[config.mk]
export PLATFORM = sky130hd
export DESIGN_NAME = layer_tcam
export DESIGN_NICKNAME = d
export VERILOG_FILES = /design/src/rtl/tcam_pkg.sv /design/src/rtl/tcam_ctrl.sv /design/src/rtl/tcam_maskgen.sv /design/src/rtl/tcam_prienc.sv /design/src/rtl/tcam_datapath.sv /design/src/rtl/layer_tcam.sv
export SDC_FILE = /design/constraint.sdc
export NUM_CORES = 1
export LEC_CHECK = 0
export ABC_CLOCK_PERIOD_IN_PS = 2700
export CORE_MARGIN = 2
export CORE_UTILIZATION = 60
export DETAILED_ROUTE_END_ITERATION = 10
export PLACE_DENSITY = 0.8
export SYNTH_ARGS = -nofsm -noshare
export SYNTH_HDL_FRONTEND = slang
export SYNTH_HIERARCHICAL = 1
export SYNTH_SLANG_ARGS = --single-unit
[constraint.sdc]
create_clock -name clk -period 2.7 [get_ports clk]
set_clock_uncertainty 0.05 [all_clocks]
set_input_delay 0.54 -clock clk [delete_from_list [all_inputs] [get_ports clk]]
set_output_delay 0.54 -clock clk [all_outputs]
set_load 0.005 [all_outputs]
[src/rtl/tcam_pkg.sv]
package tcam_pkg;
  localparam int TAG_W = 4;

  typedef struct packed {
    logic searchGo;
    logic readGo;
    logic acceptWr;
    logic commitGo;
  } ctrl_strobes_t;
endpackage

[src/rtl/tcam_ctrl.sv]
module tcam_ctrl #(
  parameter int WR_CYCLES = 3
) (
  input  logic                   clk,
  input  logic                   rstN,
  input  logic                   srchEn,
  input  logic                   wrEn,
  input  logic                   rdEn,
  output logic                   busy,
  output tcam_pkg::ctrl_strobes_t strobes
);
  localparam int CNT_W = $clog2(WR_CYCLES + 1);

  logic [CNT_W-1:0] cntQ;
  logic             idle;

  assign idle = (cntQ == '0);
  assign busy = !idle;

  always_comb begin
    strobes.searchGo = srchEn && idle;
    strobes.readGo   = rdEn;
    strobes.acceptWr = wrEn && idle;
    strobes.commitGo = (cntQ == CNT_W'(1));
  end

  always_ff @(posedge clk or negedge rstN) begin
    if (!rstN)                 cntQ <= '0;
    else if (strobes.acceptWr) cntQ <= CNT_W'(WR_CYCLES);
    else if (!idle)            cntQ <= cntQ - CNT_W'(1);
  end


  wr_busy_start_chk: assert property (@(posedge clk) disable iff (!rstN)
    (wrEn && !busy) |=> busy);

  wr_commit_idle_chk: assert property (@(posedge clk) disable iff (!rstN)
    strobes.commitGo |=> !busy);

  no_wr_while_busy_chk: assert property (@(posedge clk) disable iff (!rstN)
    (busy && !strobes.commitGo) |=> busy);
endmodule

[src/rtl/tcam_maskgen.sv]
module tcam_maskgen #(
  parameter int W = 8
) (
  input  logic [W-1:0]                    key,
  input  logic [$clog2(W+1)-1:0]          len,
  input  logic [tcam_pkg::TAG_W-1:0]      layer,
  output logic [W+tcam_pkg::TAG_W-1:0]    searchWord,
  output logic [W+tcam_pkg::TAG_W-1:0]    maskWord
);
  localparam int LEN_W = $clog2(W + 1);
  localparam int TAG_W = tcam_pkg::TAG_W;

  logic [LEN_W-1:0] effLen;

  assign effLen     = (len > LEN_W'(W)) ? LEN_W'(W) : len;
  assign searchWord = {layer, key};

  for (genvar i = 0; i < W; i++) begin : g_prefixCol
    assign maskWord[i] = (LEN_W'(W - i) <= effLen);
  end

  for (genvar t = 0; t < TAG_W; t++) begin : g_tagCol
    assign maskWord[W + t] = |layer;
  end
endmodule

[src/rtl/tcam_prienc.sv]
module tcam_prienc #(
  parameter int N = 16
) (
  input  logic [N-1:0]         lines,
  output logic                 anyHit,
  output logic [$clog2(N)-1:0] hitIdx
);
  localparam int IDX_W = $clog2(N);

  assign anyHit = |lines;

  always_comb begin
    hitIdx = '0;
    for (int e = N - 1; e >= 0; e--) begin
      if (lines[e]) hitIdx = IDX_W'(e);
    end
  end


  prienc_onehot_low_chk: assert final (!anyHit || lines[hitIdx]);
endmodule

[src/rtl/tcam_datapath.sv]
module tcam_datapath #(
  parameter int W = 8,
  parameter int N = 16
) (
  input  logic                          clk,
  input  logic                          rstN,
  input  tcam_pkg::ctrl_strobes_t       strobes,
  input  logic [W+tcam_pkg::TAG_W-1:0]  searchWord,
  input  logic [W+tcam_pkg::TAG_W-1:0]  maskWord,
  input  logic [$clog2(N)-1:0]          wrIdx,
  input  logic [W-1:0]                  wrValue,
  input  logic [W-1:0]                  wrCare,
  input  logic [tcam_pkg::TAG_W-1:0]    wrTag,
  input  logic [$clog2(W+1)-1:0]        wrLen,
  input  logic                          wrValid,
  input  logic [$clog2(N)-1:0]          rdIdx,
  output logic                          resValid,
  output logic                          resHit,
  output logic [$clog2(N)-1:0]          resIdx,
  output logic                          rdDataValid,
  output logic [W-1:0]                  rdValue,
  output logic [W-1:0]                  rdCare,
  output logic [tcam_pkg::TAG_W-1:0]    rdTag,
  output logic [$clog2(W+1)-1:0]        rdLen,
  output logic                          rdEntryValid
);
  localparam int TAG_W = tcam_pkg::TAG_W;
  localparam int EW    = W + TAG_W;
  localparam int IDX_W = $clog2(N);
  localparam int LEN_W = $clog2(W + 1);

  // two-bit cell code: 0 -> (d0=0,d1=1), 1 -> (1,0), don't care -> (1,1)
  logic [EW-1:0]    d0Q [N];
  logic [EW-1:0]    d1Q [N];
  logic [N-1:0]     validQ;
  logic [LEN_W-1:0] lenQ [N];

  logic [IDX_W-1:0] pendIdx;
  logic [EW-1:0]    pendD0, pendD1;
  logic             pendValid;
  logic [LEN_W-1:0] pendLen;

  logic [EW-1:0] wrWordVal, wrWordCare;
  assign wrWordVal  = {wrTag, wrValue};
  assign wrWordCare = {{TAG_W{1'b1}}, wrCare};

  always_ff @(posedge clk or negedge rstN) begin
    if (!rstN) begin
      pendIdx   <= '0;
      pendD0    <= '0;
      pendD1    <= '0;
      pendValid <= 1'b0;
      pendLen   <= '0;
    end else if (strobes.acceptWr) begin
      pendIdx   <= wrIdx;
      pendD0    <= wrWordVal | ~wrWordCare;
      pendD1    <= ~wrWordVal | ~wrWordCare;
      pendValid <= wrValid;
      pendLen   <= wrLen;
    end
  end

  always_ff @(posedge clk or negedge rstN) begin
    if (!rstN) begin
      validQ <= '0;
      for (int e = 0; e < N; e++) begin
        d0Q[e]  <= '0;
        d1Q[e]  <= '0;
        lenQ[e] <= '0;
      end
    end else if (strobes.commitGo) begin
      d0Q[pendIdx]    <= pendD0;
      d1Q[pendIdx]    <= pendD1;
      validQ[pendIdx] <= pendValid;
      lenQ[pendIdx]   <= pendLen;
    end
  end

  logic [N-1:0] matchLine;
  for (genvar e = 0; e < N; e++) begin : g_matchLine
    assign matchLine[e] = validQ[e] &
      (&(~maskWord | (searchWord & d0Q[e]) | (~searchWord & d1Q[e])));
  end

  logic             anyHit;
  logic [IDX_W-1:0] hitIdx;

  tcam_prienc #(.N(N)) u_prienc (
    .lines (matchLine),
    .anyHit(anyHit),
    .hitIdx(hitIdx)
  );

  always_ff @(posedge clk or negedge rstN) begin
    if (!rstN) begin
      resValid <= 1'b0;
      resHit   <= 1'b0;
      resIdx   <= '0;
    end else begin
      resValid <= strobes.searchGo;
      if (strobes.searchGo) begin
        resHit <= anyHit;
        resIdx <= hitIdx;
      end
    end
  end

  always_ff @(posedge clk or negedge rstN) begin
    if (!rstN) begin
      rdDataValid  <= 1'b0;
      rdValue      <= '0;
      rdCare       <= '0;
      rdTag        <= '0;
      rdLen        <= '0;
      rdEntryValid <= 1'b0;
    end else begin
      rdDataValid <= strobes.readGo;
      if (strobes.readGo) begin
        rdValue      <= d0Q[rdIdx][W-1:0] & ~d1Q[rdIdx][W-1:0];
        rdCare       <= ~(d0Q[rdIdx][W-1:0] & d1Q[rdIdx][W-1:0]);
        rdTag        <= d0Q[rdIdx][EW-1:W] & ~d1Q[rdIdx][EW-1:W];
        rdLen        <= lenQ[rdIdx];
        rdEntryValid <= validQ[rdIdx];
      end
    end
  end


  search_one_cycle_chk: assert property (@(posedge clk) disable iff (!rstN)
    strobes.searchGo |=> resValid);

  hit_entry_valid_chk: assert property (@(posedge clk) disable iff (!rstN)
    (resValid && resHit) |-> validQ[resIdx]);

  read_one_cycle_chk: assert property (@(posedge clk) disable iff (!rstN)
    strobes.readGo |=> rdDataValid);
endmodule

[src/rtl/layer_tcam.sv]
module layer_tcam #(
  parameter int W         = 8,
  parameter int N         = 16,
  parameter int WR_CYCLES = 3,
  localparam int LEN_W    = $clog2(W + 1),
  localparam int IDX_W    = $clog2(N)
) (
  input  logic             clk,
  input  logic             rstN,
  input  logic             srchEn,
  input  logic [W-1:0]     srchKey,
  input  logic [LEN_W-1:0] srchLen,
  input  logic [3:0]       srchLayer,
  input  logic             wrEn,
  input  logic [IDX_W-1:0] wrIdx,
  input  logic [W-1:0]     wrValue,
  input  logic [W-1:0]     wrCare,
  input  logic [3:0]       wrTag,
  input  logic [LEN_W-1:0] wrLen,
  input  logic             wrValid,
  input  logic             rdEn,
  input  logic [IDX_W-1:0] rdIdx,
  output logic             busy,
  output logic             resValid,
  output logic             resHit,
  output logic [IDX_W-1:0] resIdx,
  output logic             rdDataValid,
  output logic [W-1:0]     rdValue,
  output logic [W-1:0]     rdCare,
  output logic [3:0]       rdTag,
  output logic [LEN_W-1:0] rdLen,
  output logic             rdEntryValid
);
  localparam int EW = W + tcam_pkg::TAG_W;

  tcam_pkg::ctrl_strobes_t strobes;
  logic [EW-1:0] searchWord, maskWord;

  tcam_ctrl #(.WR_CYCLES(WR_CYCLES)) u_ctrl (
    .clk(clk), .rstN(rstN), .srchEn(srchEn), .wrEn(wrEn), .rdEn(rdEn),
    .busy(busy), .strobes(strobes)
  );

  tcam_maskgen #(.W(W)) u_maskgen (
    .key(srchKey), .len(srchLen), .layer(srchLayer),
    .searchWord(searchWord), .maskWord(maskWord)
  );

  tcam_datapath #(.W(W), .N(N)) u_datapath (
    .clk(clk), .rstN(rstN), .strobes(strobes),
    .searchWord(searchWord), .maskWord(maskWord),
    .wrIdx(wrIdx), .wrValue(wrValue), .wrCare(wrCare), .wrTag(wrTag),
    .wrLen(wrLen), .wrValid(wrValid), .rdIdx(rdIdx),
    .resValid(resValid), .resHit(resHit), .resIdx(resIdx),
    .rdDataValid(rdDataValid), .rdValue(rdValue), .rdCare(rdCare),
    .rdTag(rdTag), .rdLen(rdLen), .rdEntryValid(rdEntryValid)
  );


  drop_search_busy_chk: assert property (@(posedge clk) disable iff (!rstN)
    (busy && srchEn) |=> !resValid);
endmodule

==> impl_metrics.env, run 1 <==
export IMPL_synth_area_leaders="dfrtp_1 (50%), mux2_2 (19%), mux4_2 (8.1%), mux2i_1 (7.4%), a22oi_1 (1.8%)"
export IMPL_layout_min_cycle_time_ps=2660
export IMPL_status="finished, final reports clean"
export IMPL_crit_top_cell="buf_4"
export IMPL_cp_arrival_ps=3120
export IMPL_synth_distinct_cells=47
export IMPL_synth_top_family_by_area="multiplexers"
export IMPL_antenna_found_initial=0
export IMPL_nNetsFinal=2233
export IMPL_r2r_start="u_ctrl/cntQ[1]$_DFFE_PN0P_"
export IMPL_cp_start_kind="primary input"
export IMPL_gp_congestion=0.923
export IMPL_synth_simple_gate_area_share=0.0431
export IMPL_finalSetupViolCount=0
export IMPL_holdPathStages=1
export IMPL_nFillCells=2837
export IMPL_layout_commonest_cell="dfrtp_1"
export IMPL_hold_slack_ps=332
export IMPL_htree_levels=2
export IMPL_root_buffer="clkbuf_16"
export IMPL_r2r_slack_ps=230
export IMPL_r2r_end="u_datapath/d1Q[187]$_DFFE_PN0P_"
export IMPL_reg2regPathDepth=6
export IMPL_p_leak_nw=13.8
export IMPL_period_share=0.985
export IMPL_multi_input_area_sq_um=12400
export IMPL_dp_hpwl_mm=50.7
export IMPL_wl_per_cell_microns=27.3
export IMPL_routed_wl_mm=76.3
export IMPL_place_area_sq_um=29300
export IMPL_mostFrequentLayoutCells="dfrtp_1 (531), mux2_2 (455), mux2i_1 (195), buf_4 (165), mux4_2 (95)"
export IMPL_insertion_delay_ps=650
export IMPL_die_x_microns=214
export IMPL_worst_ir_drop_vdd_uv=839
export IMPL_setup_ws_ps=41.2
export IMPL_critPathMaxFanout=13
export IMPL_tightest_slew_ps=690
export IMPL_cp_required_ps=3160
export IMPL_syn_nets=2071
export IMPL_clkTransAtPathRegs_ps=60
export IMPL_cts_tree="built"
export IMPL_finalMaxSlewViolations=0
export IMPL_synthAdderAreaFrac=0.000945
export IMPL_seqCellArea_sq_um=13300
export IMPL_slowest_delay_ps=510
export IMPL_row_count=76
export IMPL_initial_core_util=0.612
export IMPL_dr_first_iter_drc_count=1967
export IMPL_antenna_left=0
export IMPL_vias=18200
export IMPL_drive_gt1_frac=0.405
export IMPL_power_density_nw_per_um2=1080
export IMPL_synth_area_per_cell_sq_um=13.1
export IMPL_async_flop_share=1.00
export IMPL_min_to="u_datapath/rdDataValid$_DFF_PN0_"
export IMPL_grt_max_degree=99
export IMPL_grt_overflow_total=0
export IMPL_syn_to_final_growth_pct=18.2
export IMPL_portBuffers=86
export IMPL_synth_mux_area_fraction=0.350
export IMPL_grt_pass1_vias=19000
export IMPL_antennaDiodeCount=0
export IMPL_post_place_ws_ps=-830
export IMPL_synth_xor_area_frac=0
export IMPL_coreArea_sq_um=43300
export IMPL_io_pins=87
export IMPL_vias_per_cell=6.52
export IMPL_grt_pass1_wl_mm=116
export IMPL_synth_ff_type="dfrtp_1"
export IMPL_fin_area_sq_um=31300
export IMPL_max_cap_viol_count=0
export IMPL_synth_edf_count=0
export IMPL_clock_sinks=531
export IMPL_synth_top_area_frac=0.502
export IMPL_dr_pass1_iters=7
export IMPL_clockBufferDepth=3
export IMPL_cts_buffers=56
export IMPL_slowest_stage="clkdlybuf4s50_1"
export IMPL_crit_path_end_kind="register"
export IMPL_seq_area_frac_synth=0.502
export IMPL_yosys_warnings=6
export IMPL_min_delay_start="rdEn"
export IMPL_synth_compound_area_frac=0.0641
export IMPL_die_y_microns=214
export IMPL_synth_seq_cells=531
export IMPL_synth_area_sq_um=26500
export IMPL_hold_violations=0
export IMPL_crit_type="in -> reg"
export IMPL_route_detailed_drc=0
export IMPL_yosys_area_top_type="dfrtp_1"
export IMPL_path_cells="clkdlybuf4s50_1 -> buf_12 -> buf_4 -> mux2i_1 -> a22oi_1 -> buf_4 -> nand4_1 -> nor2_1 -> nor2_1 -> nand2_1 -> buf_4 -> or3_1 -> mux2_2"
export IMPL_hold_class="in -> reg"
export IMPL_dieArea_sq_um=45800
export IMPL_gr_usage_all_layers=0.336
export IMPL_clock_fmax_ghz=0.376
export IMPL_synthCells=2015
export IMPL_final_util=0.723
export IMPL_slew_headroom=0.540
flip-flops by register name, summed over array words and instances (netlist names), 8 cells and up:
register and flops:
u_datapath/d0Q 192, u_datapath/d1Q 192, u_datapath/lenQ 64, u_datapath/validQ 16, u_datapath/pendD0 12, u_datapath/pendD1 12
u_datapath/rdCare 8, u_datapath/rdValue 8
routing by layer:
layer / part of all wire / track usage / up-vias
met5: 0 / 0 / -
met4: 0.053 / 0.171 / 0
met3: 0.078 / 0.0609 / 225
met2: 0.47 / 0.527 / 835
met1: 0.40 / 0.453 / 9411
li1: - / - / 7776
cell families after synthesis:
family                     Yosys count
muxes                              749
DFF                                531
AOI/OAI and AO/OA                  232
and+or+nand+nor                    251
buffers and inverters              250
adders and majority gates            2
synthesized netlist by cell type (2+ instances only):
cell type    n
a21oi_1     12
a222oi_1    16
a22o_1      32
a22oi_1     64
a31oi_1     18
and2_1       3
buf_1       28
buf_2       38
buf_4       16
buf_6        2
clkbuf_1   108
clkinv_1     2
dfrtp_1    531
ha_1         2
inv_1       56
mux2_2     456
mux2i_1    197
mux4_2      95
nand2_1     88
nand2b_1     9
nand3_1     20
nand3b_1     8
nand4_1     16
nor2_1      82
nor2b_1      3
nor3_1       7
nor4_1       2
o211ai_1     4
o21ai_0     45
o221ai_1     4
o22ai_1      4
o32ai_1     28
or2_1        2
or3_1        3
or4_1        2
worst max-delay path: cells and delay by family:
family,cells,cell delay [ps]
AOI/OAI and AO/OA,1,160
muxes,2,570
and+or+nand+nor,5,730
buffers and inverters,5,1100
per-stage QoR:
step,std cells,power (mW),TNS [ps]
after floorplan,2015,21.3,-65.9
after global placement,2690,25.4,-3720
after detailed placement,2690,26.2,-3810
after CTS,2789,33.7,-5.10
after global routing,2800,35.5,-81.9
final,2800,33.9,0
area by class of cell:
class,instances,area share
clock buffers,87,0.0527
clock inverters,9,0.00340
inverters,58,0.00696
multi-input cells,1235,0.396
flip-flops and latches,531,0.425
well taps,585,0.0234
repair buffers,295,0.0934
worst max-delay path by stage:
stage / start / endpoint / depth (start not counted)
finish: srchKey[2] / u_datapath/resHit$_DFFE_PN0P_ / 13
detailed placement: srchLayer[2] / u_datapath/resIdx[0]$_DFFE_PN0P_ / 11
floorplan: srchLayer[2] / u_datapath/resIdx[0]$_DFFE_PN0P_ / 11
global route: srchKey[2] / u_datapath/resHit$_DFFE_PN0P_ / 13
global placement: srchLayer[2] / u_datapath/resIdx[0]$_DFFE_PN0P_ / 10
CTS: srchLen[3] / u_datapath/resIdx[1]$_DFFE_PN0P_ / 12
where the power goes:
group | internal (mW) | leakage [nW] | switching, mW
sequential | 11.6 | 6.57 | 3.77
clock | 4.19 | 0.861 | 3.21
combinational | 6.41 | 6.38 | 4.69
total | 22.2 | 13.8 | 11.7
timing repair:
action / CTS / global route
gates cloned: 1 / 0
setup buffers: 1 / 11
endpoints found under the setup margin: 5 / 5
resized for setup: 10 / 40
hold buffers: 1 / 0
hold endpoints to repair: 33 / 0
pin swaps: 3 / 14
(Power assumes the default switching activity.)
==> run 2, diff against run 1 <==
- CAP_MARGIN: not set -> 30
==> results of run 2 <==
Final layout, timing and power as in run 1 (identical DEF).
